### src/rtl/dcd_pkg.sv
package dcd_pkg;
  typedef enum logic [2:0] {
    CY_NONE   = 3'd0,
    CY_ACCESS = 3'd1,
    CY_ROR    = 3'd2,
    CY_CBR    = 3'd3,
    CY_HIDDEN = 3'd4,
    CY_TENTER = 3'd5
  } cyc_e;
endpackage

### src/rtl/dcd_sync.sv
// Two-flop synchroniser for a group of slow, held inputs.
module dcd_sync #(
  parameter int          W       = 1,
  parameter logic [W-1:0] RST_VAL = '0
) (
  input  logic         clk,
  input  logic         rst_n,
  input  logic [W-1:0] d,
  output logic [W-1:0] q
);
  logic [W-1:0] stage1;

  always_ff @(posedge clk or negedge rst_n) begin
    if (!rst_n) begin
      stage1 <= RST_VAL;
      q      <= RST_VAL;
    end else begin
      stage1 <= d;
      q      <= stage1;
    end
  end
endmodule

### src/rtl/dcd_refcnt.sv
// Internal refresh row counter; wraps at 2**ROW_W.
module dcd_refcnt #(
  parameter int ROW_W = 11
) (
  input  logic             clk,
  input  logic             rst_n,
  input  logic             adv,
  output logic [ROW_W-1:0] cnt
);
  always_ff @(posedge clk or negedge rst_n) begin
    if (!rst_n) cnt <= '0;
    else if (adv) cnt <= cnt + 1'b1;
  end

  // one step per counter refresh, modulo the row count
  a_r9_counter_step: assert property (@(posedge clk) disable iff (!rst_n)
    adv |=> cnt == $past(cnt) + 1'b1);
  a_r9_counter_hold: assert property (@(posedge clk) disable iff (!rst_n)
    !adv |=> $stable(cnt));
endmodule

### src/rtl/dcd_testcmp.sv
// Per output bit: pair compare in test mode, pair select otherwise.
module dcd_testcmp #(
  parameter int DW = 8
) (
  input  logic [2*DW-1:0] cells,
  input  logic            test_on,
  input  logic            col_hi,
  output logic [DW-1:0]   dq_next
);
  for (genvar i = 0; i < DW; i++) begin : g_pair
    always_comb begin
      if (test_on) dq_next[i] = (cells[2*i] == cells[2*i+1]);
      else         dq_next[i] = col_hi ? cells[2*i+1] : cells[2*i];
    end
  end
endmodule

### src/rtl/dram_cycle_decoder.sv
module dram_cycle_decoder
  import dcd_pkg::*;
#(
  parameter int ROW_W   = 11,
  parameter int DW      = 8,
  parameter int COL_BIT = 9
) (
  input  logic            clk,
  input  logic            rst_n,
  input  logic            ras_n,
  input  logic            cas_n,
  input  logic            we_n,
  input  logic [ROW_W-1:0] addr,
  input  logic [2*DW-1:0] cells,
  output logic            cyc_valid,
  output logic [2:0]      cyc_type,
  output logic            refresh,
  output logic [ROW_W-1:0] row_sel,
  output logic            test_mode,
  output logic            dq_en,
  output logic [DW-1:0]   dq
);
  localparam int NSTB = 3;

  logic [NSTB-1:0]  stb_s;
  logic             ras_s, cas_s, we_s;
  logic             ras_d, cas_d;
  logic [ROW_W-1:0] addr_s;
  logic [ROW_W-1:0] cnt;
  logic [ROW_W-1:0] row_q;
  logic [DW-1:0]    dq_next;
  logic             pend;      // cycle opened with column strobe high, undecided
  logic             held;      // column strobe low continuously since a read
  logic             ras_fall, ras_rise, cas_fall, cas_rise, adv;

  dcd_sync #(.W(NSTB), .RST_VAL({NSTB{1'b1}})) i_stb_sync (
    .clk(clk), .rst_n(rst_n), .d({ras_n, cas_n, we_n}), .q(stb_s));
  assign {ras_s, cas_s, we_s} = stb_s;

  dcd_sync #(.W(ROW_W), .RST_VAL('0)) i_addr_sync (
    .clk(clk), .rst_n(rst_n), .d(addr), .q(addr_s));

  assign ras_fall = ras_d & ~ras_s;
  assign ras_rise = ~ras_d & ras_s;
  assign cas_fall = cas_d & ~cas_s;
  assign cas_rise = ~cas_d & cas_s;
  assign adv      = ras_fall & ~cas_s;

  dcd_refcnt #(.ROW_W(ROW_W)) i_refcnt (
    .clk(clk), .rst_n(rst_n), .adv(adv), .cnt(cnt));

  dcd_testcmp #(.DW(DW)) i_cmp (
    .cells(cells), .test_on(test_mode), .col_hi(addr_s[COL_BIT]), .dq_next(dq_next));

  always_ff @(posedge clk or negedge rst_n) begin
    if (!rst_n) begin
      ras_d     <= 1'b1;
      cas_d     <= 1'b1;
      pend      <= 1'b0;
      held      <= 1'b0;
      row_q     <= '0;
      cyc_valid <= 1'b0;
      cyc_type  <= CY_NONE;
      refresh   <= 1'b0;
      row_sel   <= '0;
      test_mode <= 1'b0;
      dq_en     <= 1'b0;
      dq        <= '0;
    end else begin
      ras_d     <= ras_s;
      cas_d     <= cas_s;
      cyc_valid <= 1'b0;
      refresh   <= 1'b0;
      if (cas_rise) begin
        held  <= 1'b0;
        dq_en <= 1'b0;
      end
      if (ras_fall) begin
        if (!cas_s) begin
          cyc_valid <= 1'b1;
          refresh   <= 1'b1;
          row_sel   <= cnt;
          if (!we_s) begin
            cyc_type  <= CY_TENTER;
            test_mode <= 1'b1;
          end else begin
            cyc_type  <= held ? CY_HIDDEN : CY_CBR;
            test_mode <= 1'b0;
          end
        end else begin
          pend  <= 1'b1;
          row_q <= addr_s;
        end
      end else if (pend && ras_rise) begin
        pend      <= 1'b0;
        cyc_valid <= 1'b1;
        cyc_type  <= CY_ROR;
        refresh   <= 1'b1;
        row_sel   <= row_q;
        test_mode <= 1'b0;
      end else if (pend && cas_fall && !ras_s) begin
        pend      <= 1'b0;
        cyc_valid <= 1'b1;
        cyc_type  <= CY_ACCESS;
        row_sel   <= row_q;
        if (we_s) begin
          held  <= 1'b1;
          dq_en <= 1'b1;
          dq    <= dq_next;
        end
      end
    end
  end

  // a refresh strobe never comes without a classification
  a_r1_refresh_classified: assert property (@(posedge clk) disable iff (!rst_n)
    refresh |-> cyc_valid);
  // access cycles never refresh
  a_r3_access_no_refresh: assert property (@(posedge clk) disable iff (!rst_n)
    (cyc_valid && cyc_type == CY_ACCESS) |-> !refresh);
  // test entry leaves the mode set
  a_r4_enter_sets_mode: assert property (@(posedge clk) disable iff (!rst_n)
    (cyc_valid && cyc_type == CY_TENTER) |-> test_mode);
  // exit cycles leave the mode clear
  a_r5_exit_clears_mode: assert property (@(posedge clk) disable iff (!rst_n)
    (cyc_valid && (cyc_type == CY_ROR || cyc_type == CY_CBR || cyc_type == CY_HIDDEN))
      |-> !test_mode);
  // hidden refresh keeps the read data on the outputs
  a_r8_hidden_holds_data: assert property (@(posedge clk) disable iff (!rst_n)
    (cyc_valid && cyc_type == CY_HIDDEN) |-> (dq_en && $stable(dq)));
endmodule

### config.mk
export PLATFORM = sky130hd
export DESIGN_NAME = dram_cycle_decoder
export DESIGN_NICKNAME = d
export VERILOG_FILES = /design/src/rtl/dcd_pkg.sv /design/src/rtl/dcd_sync.sv /design/src/rtl/dcd_refcnt.sv /design/src/rtl/dcd_testcmp.sv /design/src/rtl/dram_cycle_decoder.sv
export SDC_FILE = /design/constraint.sdc
export NUM_CORES = 1
export LEC_CHECK = 0
export BUFFER_PORTS_ARGS = -buffer_cell sky130_fd_sc_hd__buf_2
export CAP_MARGIN = 10
export CORE_ASPECT_RATIO = 1.5
export CORE_MARGIN = 5
export CORE_UTILIZATION = 46
export CTS_CLUSTER_SIZE = 24
export DETAILED_ROUTE_END_ITERATION = 7
export PLACE_DENSITY = 0.74
export SLEW_MARGIN = 20
export SYNTH_ARGS = -nofsm -noshare
export SYNTH_HDL_FRONTEND = slang
export SYNTH_SLANG_ARGS = --single-unit
### constraint.sdc
create_clock -name clk -period 3.2 [get_ports clk]
set_input_delay 0.48 -clock clk [delete_from_list [all_inputs] [get_ports clk]]
set_output_delay 0.48 -clock clk [all_outputs]
set_load 0.005 [all_outputs]
After elaboration in Yosys (flattened, before gate mapping)
Index checks and enable logic that the tools add are counted.
Widths: inputs -> output; s select.
{"block": "totals", "output_inout_bits": 26, "latchBits": 0, "register_bits": 80, "in_bits": 32, "memories": 0, "romBits": 0, "ram_bits": 0, "elab_cells": 100}
{"block": "classes", "reduce_logical": 11, "n_eq_ne": 10, "bitwise": 11, "n_shift": 0, "n_mul": 0, "order_cmp": 0, "muxes": 50, "div": 0, "add_sub_neg": 1}
{"cell": "$mux 11", "count": 4}
{"cell": "$mux 1", "count": 40}
{"cell": "$mux 3", "count": 6}
{"cell": "$add 11x1->11 const B", "count": 1}
{"cell": "$eq 1x1->1", "count": 8}
{"cell": "$reduce_and 2->1", "count": 4}
{"cell": "$not 1->1", "count": 6}
{"cell": "$and 1x1->1", "count": 5}
{"cell": "$reduce_and 4->1", "count": 1}
{"cell": "$logic_and 1x1->1", "count": 3}
{"cell": "$reduce_bool 3->1", "count": 1}
{"cell": "$ne 2x1->1 const B", "count": 1}
{"cell": "$ne 2x2->1 const B", "count": 1}
{"cell": "$reduce_bool 2->1", "count": 1}
{"cell": "$logic_not 1->1", "count": 1}

Logic depth before layout (Yosys ltp)
Gate-level depths: netlist of the first run.
{"block": "logic_depth", "ltp_word": 7, "depth_mapped": 6, "mapped_depth_nobuf": 4}

By module
Synthesis of the first run repeated with hierarchy kept, for this count alone.
{"block": "hier_totals", "hier_cells": 218, "area_unflattened_um2": 3165.5}
{"module": "dram_cycle_decoder", "n_inst": 1, "area_each_um2": 1700.4, "cells_each": 116}
{"module": "dcd_sync at i_addr_sync", "n_inst": 1, "area_each_um2": 550.5, "cells_each": 22}
{"module": "dcd_refcnt", "n_inst": 1, "area_each_um2": 496.7, "cells_each": 40}
{"module": "dcd_testcmp", "n_inst": 1, "area_each_um2": 260.2, "cells_each": 34}
{"module": "dcd_sync at i_stb_sync", "n_inst": 1, "area_each_um2": 157.7, "cells_each": 6}

Worst setup path after synthesis of the first run
Ideal clock, no wire load.
{"block": "synth_path", "path_type": "register to register", "start": "register ras_d", "end": "register cyc_type[1]", "path_stages_with_launch": 7, "arrival_time_ns": 1.481, "n_path_buf": 2, "path_slack_ns": 1.594, "period_less_slack_ns": 1.606, "cell_sequence": "dfstp_2 and2b_4 nand2b_2 buf_6 o21ai_4 buf_12 mux2_4"}
{"block": "synth_via", "elab_chain_cells": 5, "word_cells_on_any_way": 9}
{"element": "start: declaration", "line": "dram_cycle_decoder.sv:27", "rtl": "logic ras_d, cas_d;"}
{"element": "start signal: assignment", "line": "dram_cycle_decoder.sv:70", "rtl": "ras_d <= ras_s;"}
{"element": "$not 1->1", "line": "dram_cycle_decoder.sv:44", "rtl": "assign ras_rise = ~ras_d & ras_s;"}
{"element": "$and 1x1->1", "line": "dram_cycle_decoder.sv:44"}
{"element": "$logic_and 1x1->1", "line": "dram_cycle_decoder.sv:94", "rtl": "end else if (pend && ras_rise) begin"}
{"element": "$reduce_bool 3->1 (no source line) / $mux 3 (equally long branches)"}
{"element": "$reduce_and 2->1 (no source line) / $mux 3 (equally long branches)"}
{"element": "end signal: assignment", "line": "dram_cycle_decoder.sv:87", "rtl": "cyc_type <= held ? CY_HIDDEN : CY_CBR;"}
{"element": "end: declaration", "line": "dram_cycle_decoder.sv:16", "rtl": "output logic [2:0] cyc_type,"}
Several ways; a longest one is shown, not always the timed one.
A chain may end at the register's enable or synchronous reset.

Worst setup path in the final report of the first run
{"block": "layout_path", "start": "register cas_d", "end": "register row_sel[1]"}
{"block": "layout_via", "elab_chain_cells": 5}
{"element": "start: declaration", "line": "dram_cycle_decoder.sv:27"}
{"element": "start signal: assignment", "line": "dram_cycle_decoder.sv:71", "rtl": "cas_d <= cas_s;"}
{"element": "$and 1x1->1", "line": "dram_cycle_decoder.sv:45", "rtl": "assign cas_fall = cas_d & ~cas_s;"}
{"element": "$logic_and 1x1->1 (2 in series)", "line": "dram_cycle_decoder.sv:101", "rtl": "end else if (pend && cas_fall && !ras_s) begin"}
{"element": "$reduce_bool 3->1 (no source line)"}
{"element": "$reduce_and 2->1 (no source line)"}
{"element": "end signal: assignment", "line": "dram_cycle_decoder.sv:82", "rtl": "row_sel <= cnt;"}
{"element": "end signal: assignment", "line": "dram_cycle_decoder.sv:99", "rtl": "row_sel <= row_q;"}
{"element": "end signal: assignment", "line": "dram_cycle_decoder.sv:105", "rtl": "row_sel <= row_q;"}
{"element": "end: declaration", "line": "dram_cycle_decoder.sv:18", "rtl": "output logic [ROW_W-1:0] row_sel,"}
Every way passes these cells.

==> results.cfg, run 1 <==
[synth]
ys_seq_area_share_pct = 63.63
synth-edff-count = 0
avgSynthCellArea_um2 = 12.50
ys_ff_latch = 80
synthFlopType = dfrtp_1
synth_top_area_share_pct = 56.98
synth_area_um2 = 3162
synth_largest_area_cell = dfrtp_1
synth.distinct_cells = 35
async_reset_ff_share_pct = 100.0
syn_inst = 253
syn_nets = 286
yosysWarnings = 0
netlist_top_cells_area = dfrtp_1, dfstp_2, nand2_1

[final_layout]
nets = 346
n_antenna_cell = 0
nFillCells = 600
final_common_cell = dfrtp_1
areaGrowthSynthToFinish_pct = 16.74
drive_above_1_share_pct = 33.96
most-common-layout-cells = dfrtp_1, buf_2, nand2_1, mux2_2
utilization_pct = 54.24

[global_route]
grt_usage_pct = 14.07
grt_pass1_vias = 2165
grt_max_degree = 81
antenna_found_initial = 0
grt_pass1_wl_mm = 9.832
gr-total-overflow = 0

[setup_path]
crit_required_ns = 3.43
crit_type = reg2reg
cp.arrival_ns = 2.06
cp-start-kind = flip-flop
end_kind = flip-flop
worstPathMaxFanout = 15

[sta]
finalSetupTns_ns = 0
worstMarginPinSlew_ns = 0.9596
min_period_over_period_pct = 57.08
slew_headroom_pct = 36.03
fin_crit_ns = 1.826
setup_viol = 0
clock_skew_ns = 0.006388
report.final.slew_viol_count = 0
fmax_ghz = 0.5475
rsz0062_at_grt = false
hold_viol = 0

[floorplan]
initial_core_util_pct = 46.46
die_y_um = 111.5
core-area_um2 = 6805
std_cell_rows = 37
die_w_um = 77.69
die_area_um2 = 8666
io_pins = 58

[pwr]
p_per_area_nw_per_um2 = 657.0
vdd_ir_drop_max_mv = 0.3403
p_leak_nw = 1.807

[routing]
first_iter_violations = 88
vias_per_cell = 5.116
vias = 2026
drc = 0
wl_mm = 5.541
first_pass_iters = 4
wl_per_cell_um = 13.99
ant_nets = 0

[clock_tree]
cts.reportedPaths.clkPinSlew_ns = 0.08
cts_hold_buf = 0
clock_sinks = 80
cts_buffers = 9
postCtsSetupRepairBufs = 0
h-tree-depth = 3
cts_root_buffer = clkbuf_8
cts_tree = yes
ctsResizeCount = 0
cts.path.max_buffers = 2
clk-insertion-delay-late_ns = 0.35

[placement]
place.gp.congestion = 0.8012
port_buffers = 57
place_hpwl_mm = 3.892

[worst_hold_path]
hold_class = in2reg

[run_status]
status = completed

[job]
maxCapViolations = 0
## state kept, by name, indices dropped and copies added, names as in the netlist
register	count
refresh	1
i_refcnt.cnt	11
i_addr_sync.q	11
cas_d	1
i_addr_sync.stage1	11
held	1
test_mode	1
dq_en	1
cyc_type	3
row_sel	11
i_stb_sync.stage1	3
cyc_valid	1
pend	1
dq	8
i_stb_sync.q	3
ras_d	1
row_q	11
## cell families (layout without fill, tap and decap cells)
group                    Yosys count  after routing  share of synthesized area (%)
XOR/XNOR                          10             10                          2.770
AO/OA/AOI/OAI                     25             25                          5.145
AND/OR/NAND/NOR                   98             98                          14.84
adder cells (fa/ha/maj)            1              1                         0.3957
buffers and inverters              9             74                          1.979
flip-flops                        80             80                          63.63
multiplexers                      30             30                          11.24
## where the power goes
group          total (mW)  switching [mW]  internal [mW]
Clock               0.740           0.372          0.368
Sequential           1.29           0.112           1.18
Combinational       0.397           0.173          0.224
Total                2.43           0.656           1.77
## metal layers
metal	track usage (%)	part of all wire (%)	up-vias
li1	-	-	987
met1	16.37	40	970
met2	22.59	52	48
met3	2.265	3.5	21
met4	11.12	4.1	0
met5	0	0	-
## worst paths after layout
| kind | from | to | slack, ns | depth (start not counted) |
|---|---|---|---|---|
| max | cas_d$_DFF_PN1_ | row_sel[1]$_DFFE_PN0P_ | 1.37 | 4 |
| min | we_n | i_stb_sync.stage1[0]$_DFF_PN1_ | 0.22 | 1 |
| max reg2reg | cas_d$_DFF_PN1_ | row_sel[1]$_DFFE_PN0P_ | 1.37 | 4 |
| min reg2reg | i_addr_sync.stage1[10]$_DFF_PN0_ | i_addr_sync.q[10]$_DFF_PN0_ | 0.35 | 0 |
| max in group asynchronous | rst_n | row_q[5]$_DFFE_PN0P_ | 2.31 | 1 |
| min in group asynchronous | rst_n | dq[0]$_DFFE_PN0P_ | 0.26 | 1 |
## critical path: stages, from the launching register on
cell     delay [ns]
dfstp_2        0.52
nor2b_1        0.20
o21ai_1        0.12
o21ai_4        0.47
mux2_2         0.39
## Yosys cell counts, types with 2 or more instances
library cell	count
nor3b_1	8
buf_2	4
xnor2_1	5
mux2_2	16
clkbuf_1	2
and4b_1	2
nand3_1	7
dfstp_2	8
nand2b_1	4
nand2_1	54
nor2_1	13
nand3b_1	2
a211oi_1	7
o21ai_0	13
dfrtp_1	72
mux2_4	7
mux2i_1	7
xor2_1	5
## final cells by class
type                    instances  area, um2  share of cell area [%]
repair buffers                 57      287.8                   7.797
clock inverters                 7      78.83                   2.136
well taps                      78      97.59                   2.644
multi-input cells             164       1087                   29.46
flip-flops and latches         80       2012                   54.51
clock buffers                   9      123.9                   3.356
inverters                       1      3.754                  0.1017
## metrics by stage
step	worst slack (ns)	hold WS, ns	cell area (um2)	power (mW)	instances
2_1_floorplan	1.594	0.1844	3162	1.523	253
3_3_place_gp	1.424	0.3314	3488	1.694	380
3_5_place_dp	1.352	0.3347	3488	1.717	380
4_1_cts	1.345	0.2014	3691	2.470	396
5_1_grt	1.208	0.2037	3691	2.578	396
6_report	1.374	0.2220	3691	2.425	396
Note: power is estimated with default switching activity, not from simulation.
==> run 2, diff against run 1 <==
==> constraint.sdc (replaced) <==
create_clock -name clk -period 1.7 [get_ports clk]
set_input_delay 0.255 -clock clk [delete_from_list [all_inputs] [get_ports clk]]
set_output_delay 0.255 -clock clk [all_outputs]
set_load 0.005 [all_outputs]
==> run 2 against run 1 <==
Clock skew is 0.0031 ns higher. Global-route usage is 0.50 points higher. Flip-flop and latch count stayed put. Power is 86% higher. Non-clock buffer count is 23 higher. Cell count is 5.8% higher. Design area is 6.5% higher. Utilization is 3.5 points higher. Combinational power is 100% higher. Critical path type unchanged. Largest cell class unchanged. Largest power group unchanged.
==> results.cfg, run 2 (synthesis gave the netlist of run 1 again) <==
[setup_path]
crit_required_ns = 1.93
crit_end = row_sel[10]$_DFFE_PN0P_
cp.depth = 5
reg2reg_to = row_sel[10]$_DFFE_PN0P_
slowest_stage = dfstp_2
path_buf_inv = 1
cp.arrival_ns = 1.82
critPathLaunch = cas_d$_DFF_PN1_
crit_type = reg2reg
r2r_slack_ns = 0.11
path_delay_family = flip-flops
worstPathMaxFanout = 15
path_cells = nor2b_2 -> o21ai_1 -> o21ai_4 -> buf_12 -> mux2_2
critPathMaxStageDelay_ns = 0.53
r2r_start = cas_d$_DFF_PN1_
cp-start-kind = flip-flop
rr_worst_depth = 5
end_kind = flip-flop

[sta]
hold_viol = 0
clock_skew_ns = 0.009495
fin_ws_ns = 0.1106
setup_viol = 0
worstMarginPinSlew_ns = 0.5381
report.final.slew_viol_count = 0
min_period_over_period_pct = 93.50
slew_headroom_pct = 64.13
finalSetupTns_ns = 0
fin_crit_ns = 1.589
rsz0062_at_grt = false
fmax_ghz = 0.6292

[floorplan]
io_pins = 58
die_w_um = 77.69
core-area_um2 = 6805
std_cell_rows = 37
die_area_um2 = 8666
initial_core_util_pct = 46.46
die_y_um = 111.5

[global_route]
grt_usage_pct = 14.57
grtUsageMet1_pct = 16.90
grt_max_degree = 58
grt_pass1_wl_mm = 10.01
met3_usage_pct = 4.450
gr-total-overflow = 0
met2_usage_pct = 24.54
top_usage_layer = met2
grt_pass1_vias = 2139
antenna_found_initial = 0

[final_layout]
areaGrowthSynthToFinish_pct = 24.30
final_cells = 419
n_antenna_cell = 0
drive_above_1_share_pct = 35.19
final_common_cell = dfrtp_1
nets = 369
most-common-layout-cells = dfrtp_1, buf_2, nand2_1, mux2_2, dlygate4sd3_1

[pwr]
clkPwrFrac_pct = 28.3
switchingPower_mw = 1.247
swShare_pct = 27.62
internal_power_mw = 3.268
combPwrFrac_pct = 17.8
seqPwrFrac_pct = 53.9
p_per_area_nw_per_um2 = 1149
p_leak_nw = 1.910
vdd_ir_drop_max_mv = 0.6198

[clock_tree]
cts_buffers = 9
cts.reportedPaths.clkPinSlew_ns = 0.08
postCtsSetupRepairBufs = 0
cts_tree = yes
clk-insertion-delay-late_ns = 0.35
h-tree-depth = 3
cts.path.max_buffers = 2
cts_root_buffer = clkbuf_8
clock_sinks = 80

[worst_hold_path]
hold_path_depth = 3
hold_class = in2reg

[routing]
wl_per_cell_um = 13.82
vias_per_cell = 4.893
vias = 2050
wl_mm = 5.792
ant_nets = 0
first_pass_iters = 4
drc = 0
first_iter_violations = 103

[placement]
place_hpwl_mm = 4.019
port_buffers = 57
place.gp.congestion = 0.7605
pre_cts_slack_ns = 0.04866
dp_cells = 388

[run_status]
status = completed

[job]
maxCapViolations = 0
run 2: cell types whose count changed in the layout (fill, tap and decap cells not counted), sizes merged:
cell         change
buf              +8
bufinv           -1
clkbuf           +1
clkinv           +1
dlygate4sd3     +15
inv              -1
run 2: what timing repair did:
| item | 4_1_cts | 5_1_grt |
|---|---|---|
| hold buffers | 14 | 1 |
| endpoints found under the hold margin | 36 | 1 |
| endpoints found under the setup margin | 0 | 7 |
| gates resized for setup | 0 | 4 |
run 2: worst reg2reg max path: stages, from the launching register on:
cell     delay (ns)
dfstp_2        0.53
nor2b_2        0.17
o21ai_1        0.11
o21ai_4        0.16
buf_12         0.17
mux2_2         0.34
run 2: worst min path at each step:
stage               slack, ns      start                               to
floorplan               -0.04      rst_n          cyc_type[0]$_DFFE_PN0P_
global placement         0.17      rst_n                dq[1]$_DFFE_PN0P_
detailed placement       0.18      rst_n                dq[0]$_DFFE_PN0P_
CTS                     0.002    addr[4]  i_addr_sync.stage1[4]$_DFF_PN0_
global route             0.22  cells[10]                dq[5]$_DFFE_PN0P_
finish                   0.22  cells[10]                dq[5]$_DFFE_PN0P_
run 2: power by group through the flow:
stage / registers, mW / logic, mW / clock network [mW]
finish: 2.43 / 0.803 / 1.28
global route: 2.48 / 0.906 / 1.41
detailed placement: 2.46 / 0.788 / 0
CTS: 2.43 / 0.812 / 1.32
floorplan: 2.43 / 0.438 / 0
global placement: 2.45 / 0.760 / 0
run 2: final cells by class:
class	instances	area, um2
clock inverters	6	51.30
clock buffers	10	137.6
repair buffers	80	523.0
well taps	78	97.59
inverters	1	3.754
multi-input cells	164	1105
flip-flops and latches	80	2012
fillers	568	2875
run 2: per-stage QoR:
stage / instance area [um2] / hold slack (ns) / power [mW] / util, %
2_1_floorplan: 3162 / -0.04059 / 2.868 / -
3_3_place_gp: 3573 / 0.1717 / 3.213 / 52.51
3_5_place_dp: 3573 / 0.1766 / 3.251 / 52.51
4_1_cts: 3902 / 0.002225 / 4.564 / 57.35
5_1_grt: 3930 / 0.2215 / 4.805 / 57.75
6_report: 3930 / 0.2242 / 4.515 / 57.75
run 2: per-layer routing:
metal,share of wire [%],wire length [um]
met1,41,2392
met2,53,3066
met3,4.1,239
met4,1.6,92
met5,0,0
==> run 3, diff against run 2 <==
--- a/config.mk
+++ b/config.mk
@@ -9,10 +9,10 @@
 export CAP_MARGIN = 10
 export CORE_ASPECT_RATIO = 1.5
 export CORE_MARGIN = 5
-export CORE_UTILIZATION = 46
+export CORE_UTILIZATION = 30
 export CTS_CLUSTER_SIZE = 24
 export DETAILED_ROUTE_END_ITERATION = 7
-export PLACE_DENSITY = 0.74
+export PLACE_DENSITY = 0.54
 export SLEW_MARGIN = 20
 export SYNTH_ARGS = -nofsm -noshare
 export SYNTH_HDL_FRONTEND = slang
==> constraint.sdc (replaced) <==
create_clock -name clk -period 1.7 [get_ports clk]
set_input_delay 0.255 -clock clk [delete_from_list [all_inputs] [get_ports clk]]
set_output_delay 0.255 -clock clk [all_outputs]
set_load 0.02 [all_outputs]
==> run 3 against run 2 <==
Non-clock buffer count shrank 11. Wire length grew 3.5%. Flip-flop and latch count is the same. Setup slack gained 0.018 ns. Cell count grew 13%. Die area grew 47%. Critical path depth is the same. First-iteration DRC count shrank 48%. Fmax grew 1.1%. Utilization shrank 20 points. Sequential share of layout area shrank 0.93 points. Largest power group unchanged. Highest routed layer unchanged.
==> results.cfg, run 3 (synthesis gave the netlist of run 1 again) <==
[floorplan]
die_area_um2 = 12730
core-area_um2 = 10480
io_pins = 58
std_cell_rows = 46
die_w_um = 93.82
initial_core_util_pct = 30.18
die_y_um = 135.7

[pwr]
vdd_ir_drop_max_mv = 0.5677
finalPower_mw = 5.326
clkPwrFrac_pct = 35.8
combPwrFrac_pct = 18.6
p_leak_nw = 1.931
internal_power_mw = 3.819
seqPwrFrac_pct = 45.6
p_per_area_nw_per_um2 = 1331
switchingPower_mw = 1.507
swShare_pct = 28.30

[final_layout]
areaGrowthSynthToFinish_pct = 26.59
drive_above_1_share_pct = 36.06
stdcell_area_um2 = 4003
final_common_cell = dfrtp_1
n_antenna_cell = 0
multi_input_area_um2 = 1090
register_area_um2 = 2012
nets = 358
nFillCells = 1090
most-common-layout-cells = dfrtp_1, buf_2, nand2_1, mux2_2

[global_route]
grt_pass1_vias = 2103
top_usage_layer = met2
grt_max_degree = 31
met2_usage_pct = 16.63
grt_pass1_wl_mm = 10.05
antenna_found_initial = 0
gr-total-overflow = 0
grtUsageMet1_pct = 11.82
met3_usage_pct = 2.501
grt_usage_pct = 10.19

[routing]
first_pass_iters = 4
drc = 0
first_iter_violations = 54
wl_mm = 5.992
vias_per_cell = 4.306
wl_per_cell_um = 12.64
ant_nets = 0
vias = 2041

[worst_hold_path]
hold_class = in2reg

[sta]
fin_crit_ns = 1.572
setup_viol = 0
rsz0062_at_grt = false
slew_headroom_pct = 65.17
fin_ws_ns = 0.1281
worstMarginPinSlew_ns = 0.5225
clock_skew_ns = 0.005132
report.final.slew_viol_count = 0
finalSetupTns_ns = 0
hold_viol = 0
fmax_ghz = 0.6362
min_period_over_period_pct = 92.46

[job]
maxCapViolations = 0

[setup_path]
end_kind = flip-flop
crit_required_ns = 1.92
crit_type = reg2reg
cp.arrival_ns = 1.79
worstPathMaxFanout = 15
cp-start-kind = flip-flop

[clock_tree]
cts_root_buffer = clkbuf_16
clk-insertion-delay-late_ns = 0.33
cts_tree = yes
cts_buffers = 9
h-tree-depth = 3
cts.path.max_buffers = 2
cts.reportedPaths.clkPinSlew_ns = 0.06
clock_sinks = 80

[placement]
place_hpwl_mm = 4.324
place.gp.congestion = 0.7611
pre_cts_slack_ns = 0.07919
port_buffers = 57
place_area_um2 = 3691

[run_status]
status = completed
[run 3: cell count changes in the layout (fill, tap and decap cells not counted), moves of 2 or more]
| cell | previous run | this run |
|---|---|---|
| clkinvlp_4 | 3 | 0 |
| dlygate4sd3_1 | 15 | 1 |
| clkbuf_16 | 0 | 9 |
| clkbuf_8 | 10 | 0 |
| clkinv_4 | 1 | 4 |
| buf_4 | 7 | 9 |
[run 3: worst paths after layout]
kind	slack, ns	endpoint	startpoint	cells past startpoint
worst max-delay path	0.13	row_sel[3]$_DFFE_PN0P_	cas_d$_DFF_PN1_	5
worst min register to register	0.35	i_addr_sync.q[3]$_DFF_PN0_	i_addr_sync.stage1[3]$_DFF_PN0_	0
min in group asynchronous	0.38	row_sel[8]$_DFFE_PN0P_	rst_n	2
worst max register to register	0.13	row_sel[3]$_DFFE_PN0P_	cas_d$_DFF_PN1_	5
worst min-delay path	0.02	i_stb_sync.stage1[2]$_DFF_PN1_	ras_n	1
max in group asynchronous	0.74	i_stb_sync.stage1[0]$_DFF_PN1_	rst_n	3
[run 3: what timing repair did]
action / in CTS / in global routing
resized for setup: 0 / 1
setup endpoints to repair: 0 / 5
endpoints found under the hold margin: 25 / 0
hold buffers: 1 / 0
buffers inserted: 0 / 0
[run 3: critical path, cell delays in order, from the launching register on]
cell     delay [ns]
dfstp_2        0.52
nor2b_2        0.17
o21ai_1        0.10
o21ai_4        0.15
buf_12         0.17
mux2_2         0.34
[run 3: power by group through the flow]
stage / Combinational (mW) / Clock (mW) / Sequential [mW]
after global placement: 0.990 / 0 / 2.46
final: 0.991 / 1.91 / 2.43
after detailed placement: 1.01 / 0 / 2.46
after global routing: 1.09 / 2.04 / 2.47
after floorplan: 0.437 / 0 / 2.63
after CTS: 1.02 / 1.96 / 2.43
[run 3: metrics by stage]
stage	cells	util [%]	hold slack, ns
3_3_place_gp	457	35.24	0.1981
5_1_grt	474	38.21	0.008288
3_5_place_dp	457	35.24	0.2009
6_report	474	38.21	0.01680
4_1_cts	474	38.19	0.001864
2_1_floorplan	253	-	-0.04059
[run 3: per-layer routing]
metal | share of wire [%] | vias to the layer above
met5 | 0 | -
met4 | 3.1 | 0
met3 | 4.1 | 12
met2 | 51 | 34
met1 | 42 | 989
li1 | - | 1006
[run 3: area by class of cell]
| type | count | area share, % |
|---|---|---|
| clock buffers | 10 | 5.721 |
| repair buffers | 69 | 10.44 |
| flip-flops and latches | 80 | 50.27 |
| well taps | 144 | 4.501 |
| multi-input cells | 164 | 27.23 |
| clock inverters | 6 | 1.751 |
| inverters | 1 | 0.09378 |
